[src/rtl/touch_adc_seq_pkg.sv]
package touch_adc_seq_pkg;
  localparam int unsigned CTL_W = 7;

  typedef struct packed {
    logic [2:0] chan;
    logic       res8;
    logic       ref_se;
    logic [1:0] pd;
  } cmd_cfg_t;
endpackage

[src/rtl/tas_cmd_decode.sv]
module tas_cmd_decode
  import touch_adc_seq_pkg::*;
#(
  parameter int unsigned RES_W   = 12,
  parameter int unsigned SHORT_W = 8
) (
  input  logic     clk_i,
  input  logic     rst_ni,
  input  logic     cs_ni,
  input  logic     din_i,
  output cmd_cfg_t cfg_o,
  output logic     stb_o,
  output logic     acq_o
);
  localparam int unsigned GAP_L = RES_W + 3;
  localparam int unsigned GAP_S = SHORT_W + 3;
  localparam int unsigned CNT_W = $clog2(GAP_L + 1);
  localparam logic [CNT_W-1:0] LAST_L = CNT_W'(GAP_L - 1);
  localparam logic [CNT_W-1:0] LAST_S = CNT_W'(GAP_S - 1);

  logic             armed_q, active_q, acq_q, stb_q;
  logic [2:0]       bit_q;
  logic [CTL_W-2:0] sr_q;
  logic [CNT_W-1:0] gap_q;
  cmd_cfg_t         cfg_q;
  logic             start;

  assign start = armed_q & din_i;

  always_ff @(posedge clk_i or negedge rst_ni) begin
    if (!rst_ni) begin
      armed_q <= 1'b1; active_q <= 1'b0; acq_q <= 1'b0; stb_q <= 1'b0;
      bit_q <= '0; sr_q <= '0; gap_q <= '0; cfg_q <= '0;
    end else if (cs_ni) begin
      armed_q <= 1'b1; active_q <= 1'b0; acq_q <= 1'b0; stb_q <= 1'b0;
      bit_q <= '0; sr_q <= '0; gap_q <= '0; cfg_q <= '0;
    end else begin
      stb_q <= 1'b0;
      if (start) begin
        armed_q  <= 1'b0;
        active_q <= 1'b1;
        bit_q    <= 3'd1;
        gap_q    <= CNT_W'(1);
      end else if (!armed_q) begin
        gap_q <= gap_q + 1'b1;
        // rearm so that the start bit is sampled exactly GAP edges later
        if (gap_q == (cfg_q.res8 ? LAST_S : LAST_L)) armed_q <= 1'b1;
      end
      if (active_q) begin
        sr_q  <= {sr_q[CTL_W-3:0], din_i};
        bit_q <= bit_q + 1'b1;
        if (bit_q == 3'd4) acq_q <= 1'b1;
        if (bit_q == 3'd7) begin
          active_q <= 1'b0;
          acq_q    <= 1'b0;
          stb_q    <= 1'b1;
          cfg_q    <= cmd_cfg_t'({sr_q, din_i});
        end
      end
    end
  end

  assign cfg_o = cfg_q;
  assign stb_o = stb_q;
  assign acq_o = acq_q;

  p_din_ignored_r1: assert property (@(posedge clk_i) disable iff (!rst_ni || cs_ni)
    (armed_q && !din_i) |=> (!active_q && !acq_q));
  p_acq_len_r3: assert property (@(posedge clk_i) disable iff (!rst_ni || cs_ni)
    $rose(acq_q) |=> acq_q ##1 acq_q ##1 !acq_q);
  p_stb_after_acq_r3: assert property (@(posedge clk_i) disable iff (!rst_ni || cs_ni)
    stb_q |-> $past(acq_q));
  p_cs_clear_r9: assert property (@(posedge clk_i) disable iff (!rst_ni)
    cs_ni |=> (armed_q && !active_q && !stb_q));
endmodule

[src/rtl/tas_result_shift.sv]
module tas_result_shift #(
  parameter int unsigned RES_W   = 12,
  parameter int unsigned SHORT_W = 8
) (
  input  logic             clk_i,
  input  logic             rst_ni,
  input  logic             cs_ni,
  input  logic             stb_i,
  input  logic             res8_i,
  input  logic [RES_W-1:0] data_i,
  output logic             dout_nxt_o,
  output logic             busy_nxt_o,
  output logic             conv_o
);
  localparam int unsigned LW = $clog2(RES_W + 1);
  localparam logic [LW-1:0] N_L = LW'(RES_W);
  localparam logic [LW-1:0] N_S = LW'(SHORT_W);

  logic [RES_W-1:0] sr_q;
  logic [LW-1:0]    left_q;

  always_ff @(posedge clk_i or negedge rst_ni) begin
    if (!rst_ni) begin
      sr_q <= '0; left_q <= '0;
    end else if (cs_ni) begin
      sr_q <= '0; left_q <= '0;
    end else if (stb_i) begin
      // 8-bit mode uses the top bits of the same word
      sr_q   <= data_i;
      left_q <= res8_i ? N_S : N_L;
    end else if (left_q != '0) begin
      sr_q   <= sr_q << 1;
      left_q <= left_q - 1'b1;
    end
  end

  assign dout_nxt_o = (left_q != '0) & sr_q[RES_W-1];
  assign busy_nxt_o = stb_i;
  assign conv_o     = stb_i | (left_q >= LW'(2));

  p_load_len_r6: assert property (@(posedge clk_i) disable iff (!rst_ni || cs_ni)
    stb_i |=> (left_q == (res8_i ? N_S : N_L)));
  p_no_reload_r8: assert property (@(posedge clk_i) disable iff (!rst_ni || cs_ni)
    stb_i |-> (left_q == '0));
endmodule

[src/rtl/touch_adc_seq.sv]
module touch_adc_seq
  import touch_adc_seq_pkg::*;
#(
  parameter int unsigned RES_W   = 12,
  parameter int unsigned SHORT_W = 8
) (
  input  logic             clk_i,
  input  logic             rst_ni,
  input  logic             cs_ni,
  input  logic             din_i,
  input  logic [RES_W-1:0] conv_data_i,
  output logic             dout_o,
  output logic             busy_o,
  output logic             drv_en_o,
  output logic             acq_o,
  output logic             conv_o,
  output logic             cfg_stb_o,
  output logic [2:0]       chan_o,
  output logic             res8_o,
  output logic             ref_se_o,
  output logic [1:0]       pd_o
);
  cmd_cfg_t cfg;
  logic     stb, dout_nxt, busy_nxt;
  logic     dout_q, busy_q;

  tas_cmd_decode #(.RES_W(RES_W), .SHORT_W(SHORT_W)) u_dec (
    .clk_i (clk_i), .rst_ni(rst_ni), .cs_ni(cs_ni), .din_i(din_i),
    .cfg_o (cfg),   .stb_o (stb),    .acq_o(acq_o)
  );

  tas_result_shift #(.RES_W(RES_W), .SHORT_W(SHORT_W)) u_shift (
    .clk_i     (clk_i),    .rst_ni    (rst_ni),   .cs_ni (cs_ni),
    .stb_i     (stb),      .res8_i    (cfg.res8), .data_i(conv_data_i),
    .dout_nxt_o(dout_nxt), .busy_nxt_o(busy_nxt), .conv_o(conv_o)
  );

  // pad-facing outputs change on the falling edge
  always_ff @(negedge clk_i or negedge rst_ni) begin
    if (!rst_ni) begin
      dout_q <= 1'b0; busy_q <= 1'b0;
    end else if (cs_ni) begin
      dout_q <= 1'b0; busy_q <= 1'b0;
    end else begin
      dout_q <= dout_nxt; busy_q <= busy_nxt;
    end
  end

  assign dout_o    = dout_q;
  assign busy_o    = busy_q;
  assign drv_en_o  = ~cs_ni;
  assign cfg_stb_o = stb;
  assign chan_o    = cfg.chan;
  assign res8_o    = cfg.res8;
  assign ref_se_o  = cfg.ref_se;
  assign pd_o      = cfg.pd;

  p_busy_pulse_r4: assert property (@(negedge clk_i) disable iff (!rst_ni || cs_ni)
    busy_q |=> !busy_q);
  p_busy_quiet_r5: assert property (@(negedge clk_i) disable iff (!rst_ni || cs_ni)
    busy_q |-> !dout_q);
  p_drv_off_r9: assert property (@(posedge clk_i) disable iff (!rst_ni)
    cs_ni |-> !drv_en_o);
endmodule

[config.mk]
export PLATFORM = sky130hd
export DESIGN_NAME = touch_adc_seq
export DESIGN_NICKNAME = d
export VERILOG_FILES = /design/src/rtl/touch_adc_seq_pkg.sv /design/src/rtl/tas_cmd_decode.sv /design/src/rtl/tas_result_shift.sv /design/src/rtl/touch_adc_seq.sv
export SDC_FILE = /design/constraint.sdc
export NUM_CORES = 1
export LEC_CHECK = 0
export ABC_AREA = 1
export CAP_MARGIN = 30
export CORE_MARGIN = 10
export CORE_UTILIZATION = 56
export DETAILED_ROUTE_END_ITERATION = 10
export PLACE_DENSITY = 0.81
export SKIP_LAST_GASP = 1
export SYNTH_ARGS = -nofsm -noshare
export SYNTH_HDL_FRONTEND = slang
export SYNTH_HIERARCHICAL = 1
export SYNTH_SLANG_ARGS = --single-unit
[constraint.sdc]
create_clock -name clk_i -period 2.5 [get_ports clk_i]
set_input_delay 0.375 -clock clk_i [delete_from_list [all_inputs] [get_ports clk_i]]
set_output_delay 0.375 -clock clk_i [all_outputs]
set_load 0.01 [all_outputs]
## Word-level counts from Yosys, hierarchy flattened

Index checks and enable logic that the tools add are counted.

- Bits in latches: 0
- Register bits: 42
- Memories: 0
- Output and inout bits: 13
- Memory bits (writable): 0
- Input port bits: 16
- Bits in read-only memories: 0
- Logic and storage cells: 71

- Magnitude comparators: 1
- $mul: 0
- Shift-type cells: 0
- Div/mod/pow operators: 0
- Eq/ne operators: 4
- Multiplexer cells: 36
- Reduce and logical (&&, ||, !) cells: 8
- Bitwise gates (word level): 4
- $add $sub $neg: 3

Operators by type and width:

| kind | number |
|---|---|
| $mux 12 | 3 |
| $mux 4 | 6 |
| $mux 7 | 3 |
| $mux 1 | 17 |
| $mux 3 | 5 |
| $mux 6 | 2 |
| $reduce_bool 3->1 | 3 |
| $eq 3x3->1 const B | 2 |
| $add 4x1->4 const B | 1 |
| $eq 4x4->1 | 1 |
| $ge 4x2->1 const B | 1 |
| $reduce_and 2->1 | 2 |
| $reduce_bool 2->1 | 2 |
| $reduce_bool 4->1 | 1 |
| $sub 4x1->4 const B | 1 |
| $add 3x1->3 const B | 1 |
| $ne 3x3->1 const B | 1 |
| $and 1x1->1 | 2 |
| $not 1->1 | 1 |
| $or 1x1->1 | 1 |

## Logic depth before layout (Yosys ltp)

- Word-level depth: 6
- Gate-level depth with buffers: 8
- Depth with buffers taken out: 8

## Hierarchy

Netlist, hierarchy kept.

By module, submodules not included:

| module | sequential area each (sq um) | times used | cells each | area an instance (sq um) |
|---|---|---|---|---|
| tas_cmd_decode | 601.8 | 1 | 119 | 1,126.1 |
| tas_result_shift | 400.4 | 1 | 129 | 914.6 |
| touch_adc_seq | 50.0 | 1 | 7 | 68.8 |

==> summary.txt <==
Clock tree
  – Clock slew seen by the registers of the worst setup and hold paths: 0.07 ns
  – Num CTS Buffers: 5
  – TritonCTS clock tree: built
  – CTS max path bufs: 2
  – H-tree Lvls: 2
  – CTS Hold Bufs: 0
  – Root Buffer Master: clkbuf_8
  – Clock Latency Late Sink: 0.29 ns
  – Clock sinks: 42

Critical path
  – Setup crit end kind: output pin
  – Start of the worst register-to-register path: u_shift/left_q[1]
  – WP data required: 2.12 ns
  – Crit Path Max Fanout: 1
  – Crit-path slowest cell: dfrtn_1
  – Critical Path Source: dout_o
  – CP delay by family, top: flip-flops
  – CP max stage delay: 0.38 ns
  – FF-to-FF End: dout_o
  – Startpoint types: register
  – R2r setup slk: 0.08 ns
  – Critical path type: reg -> out
  – Worst path arrival time: 2.05 ns
  – WP buf/inv: 1
  – Critical-path cell list: buf_2
  – R2R depth: 7
  – Crit path depth: 1

Floorplanning
  – I/O pin total: 29
  – Die Y: 81.4 um
  – Starting Density: 57.6%
  – CORE AREA: 3660 um^2
  – Row cnt: 22
  – Die Footprint: 6620 um^2
  – Die X: 81.4 um

Synthesis
  – Yosys reg bits: 42
  – Post-Syn Area: 2110 um^2
  – Mapped Cells: 255
  – Yosys cell types: 26
  – Synthesized net count: 279
  – Synth warn: 6
  – Register area share after synthesis: 49.9%
  – Syn_area_per_cell: 8.27 um^2

GRT
  – First-pass GRT wire length: 7.34 mm
  – Gr usage total: 14.0%
  – Maximum number of pins on one net before global-route repair: 41
  – Total gr overflow: 0
  – Vias in the first global route: 1,673
  – Initial antenna violation count: 0

Routing
  – Routed Wire Length: 4.30 mm
  – DRT antenna net count: 0
  – DR DRC count: 0
  – Pre-antenna DRT Iters: 4
  – Vias: 1,718
  – DR vias/cell: 5.10
  – DR iter-0 viols: 145
  – WL per Instance: 12.7 um

Layout
  – N_diodes: 0
  – P&R area growth vs syn: 17.8%
  – Most frequent cells in the layout: nand2_1, dfrtp_1, inv_1, clkdlybuf4s50_1, nand3_1
  – Commonest non-fill, non-tap cell in the layout: nand2_1
  – Final non-filler cell total: 337
  – Nets: 312
  – Layout cells sized above 1: 12.5%
  – Fin area: 2480 um^2

STA
  – Slew margin rel.: 66.5%
  – Final setup fails: 0
  – Final Slew Violations: 0
  – Layout Skew: 0.00838 ns
  – Final setup margin: 0.0776 ns
  – Hold Vio Cnt, Final: 0
  – Worst-Margin Slew: 0.502 ns
  – RSZ-0062 raised after global routing: false

Run status
  – Status: complete, no violations

Placed design
  – Dpl cell area: 2410 um^2
  – Placed Cells: 329
  – Dpl hpwl: 3.12 mm
  – Port Buffer Count: 28
  – Gpl congestion: 0.824
  – Setup slack at placement: -0.0270 ns

Power and ir drop
  – Worst ir drop on vdd: 0.000389 V
  – PD cells: 638 nW/um^2
  – Static leakage: 1.31 nW

Min path
  – Worst min-delay path class: in -> async

Flow run
  – Maxcap violations: 0
## cells in the mapped netlist, drive strengths merged
library cell / number / area share [%]
nand2: 104 / 19
buf: 7 / 3.2
o211ai: 1 / 0.59
dfstp: 1 / 1.2
dfrtn: 2 / 2.4
o21ai: 10 / 2.4
dfrtp: 39 / 46
a21oi: 9 / 2.3
ha: 8 / 4.7
nand3: 21 / 5.9
or2: 2 / 0.59
o22ai: 3 / 0.89
o31ai: 1 / 0.36
nand4: 1 / 0.30
inv: 30 / 5.5
nor2: 16 / 3.9
## how the worst max path moves through the flow
stage                        end  slack [ns]
after CTS                 dout_o        0.07
after detailed placement  dout_o       -0.03
after global placement    dout_o       -0.02
after floorplan           dout_o        0.10
after global routing      dout_o        0.01
final                     dout_o        0.08
## cell families (layout without fill, tap and decap cells)
group	count (synthesis)	after routing	share of synthesized area, %
fa+ha+maj	8	8	4.75
compound gates	24	24	6.52
flops	42	42	49.9
buf+inv	37	71	8.66
simple gates	144	144	30.2
## worst reg2reg max path, stage by stage, from the launching register on
cell     delay [ns]
dfrtp_1        0.40
inv_1          0.10
ha_1           0.21
nand2_1        0.08
nor2_2         0.10
nor2_1         0.05
inv_1          0.05
nor2_1         0.03
## power by group
part	internal (mW)	total [mW]	switching, mW	leakage, nW
clock	0.198	0.413	0.214	0.0395
combinational	0.167	0.416	0.249	0.700
sequential	0.718	0.757	0.0387	0.574
## metrics by stage
stage | hold slack (ns) | setup TNS (ns) | utilization (%) | power (mW)
after CTS | 0.197 | 0 | 67.9 | 1.60
after detailed placement | 0.459 | -0.0473 | 66.0 | 1.18
after global placement | 0.457 | -0.0372 | 66.0 | 1.16
after floorplan | 0.0794 | 0 | - | 1.04
final | 0.170 | 0 | 67.9 | 1.59
after global routing | 0.214 | 0 | 67.9 | 1.69
## layout make-up
cell class | count | area [um^2]
multi-input combinational | 176 | 875
tap | 48 | 60.1
fill | 294 | 1180
sequential | 42 | 1050
timing repair buffer | 33 | 303
inverter | 30 | 115
clock buffer | 8 | 80.1
## timing repair
item / CTS / global route
gates resized for setup: 8 / 0
endpoints found under the setup margin: 2 / 0
buffers inserted: 0 / 0
## state kept, by name, indices dropped and copies added, names as in the netlist
name,cells
u_dec/gap_q,4
u_dec/sr_q,6
u_dec/bit_q,3
u_dec/acq_o,1
dout_o,1
u_dec/stb_o,1
u_shift/left_q,4
u_dec/cfg_o,7
u_shift/sr_q,12
busy_o,1
u_dec/active_q,1
u_dec/armed_q,1
## per-layer routing
layer | vias to the layer above | GRT usage [%] | share of wire [%]
met5 | - | 0 | 0
met4 | 0 | 6.06 | 1.4
met2 | 37 | 22.7 | 49
met1 | 820 | 16.1 | 43
li1 | 855 | - | -
met3 | 6 | 5.30 | 6.9
No activity file was read; power rests on OpenSTA's default activity.
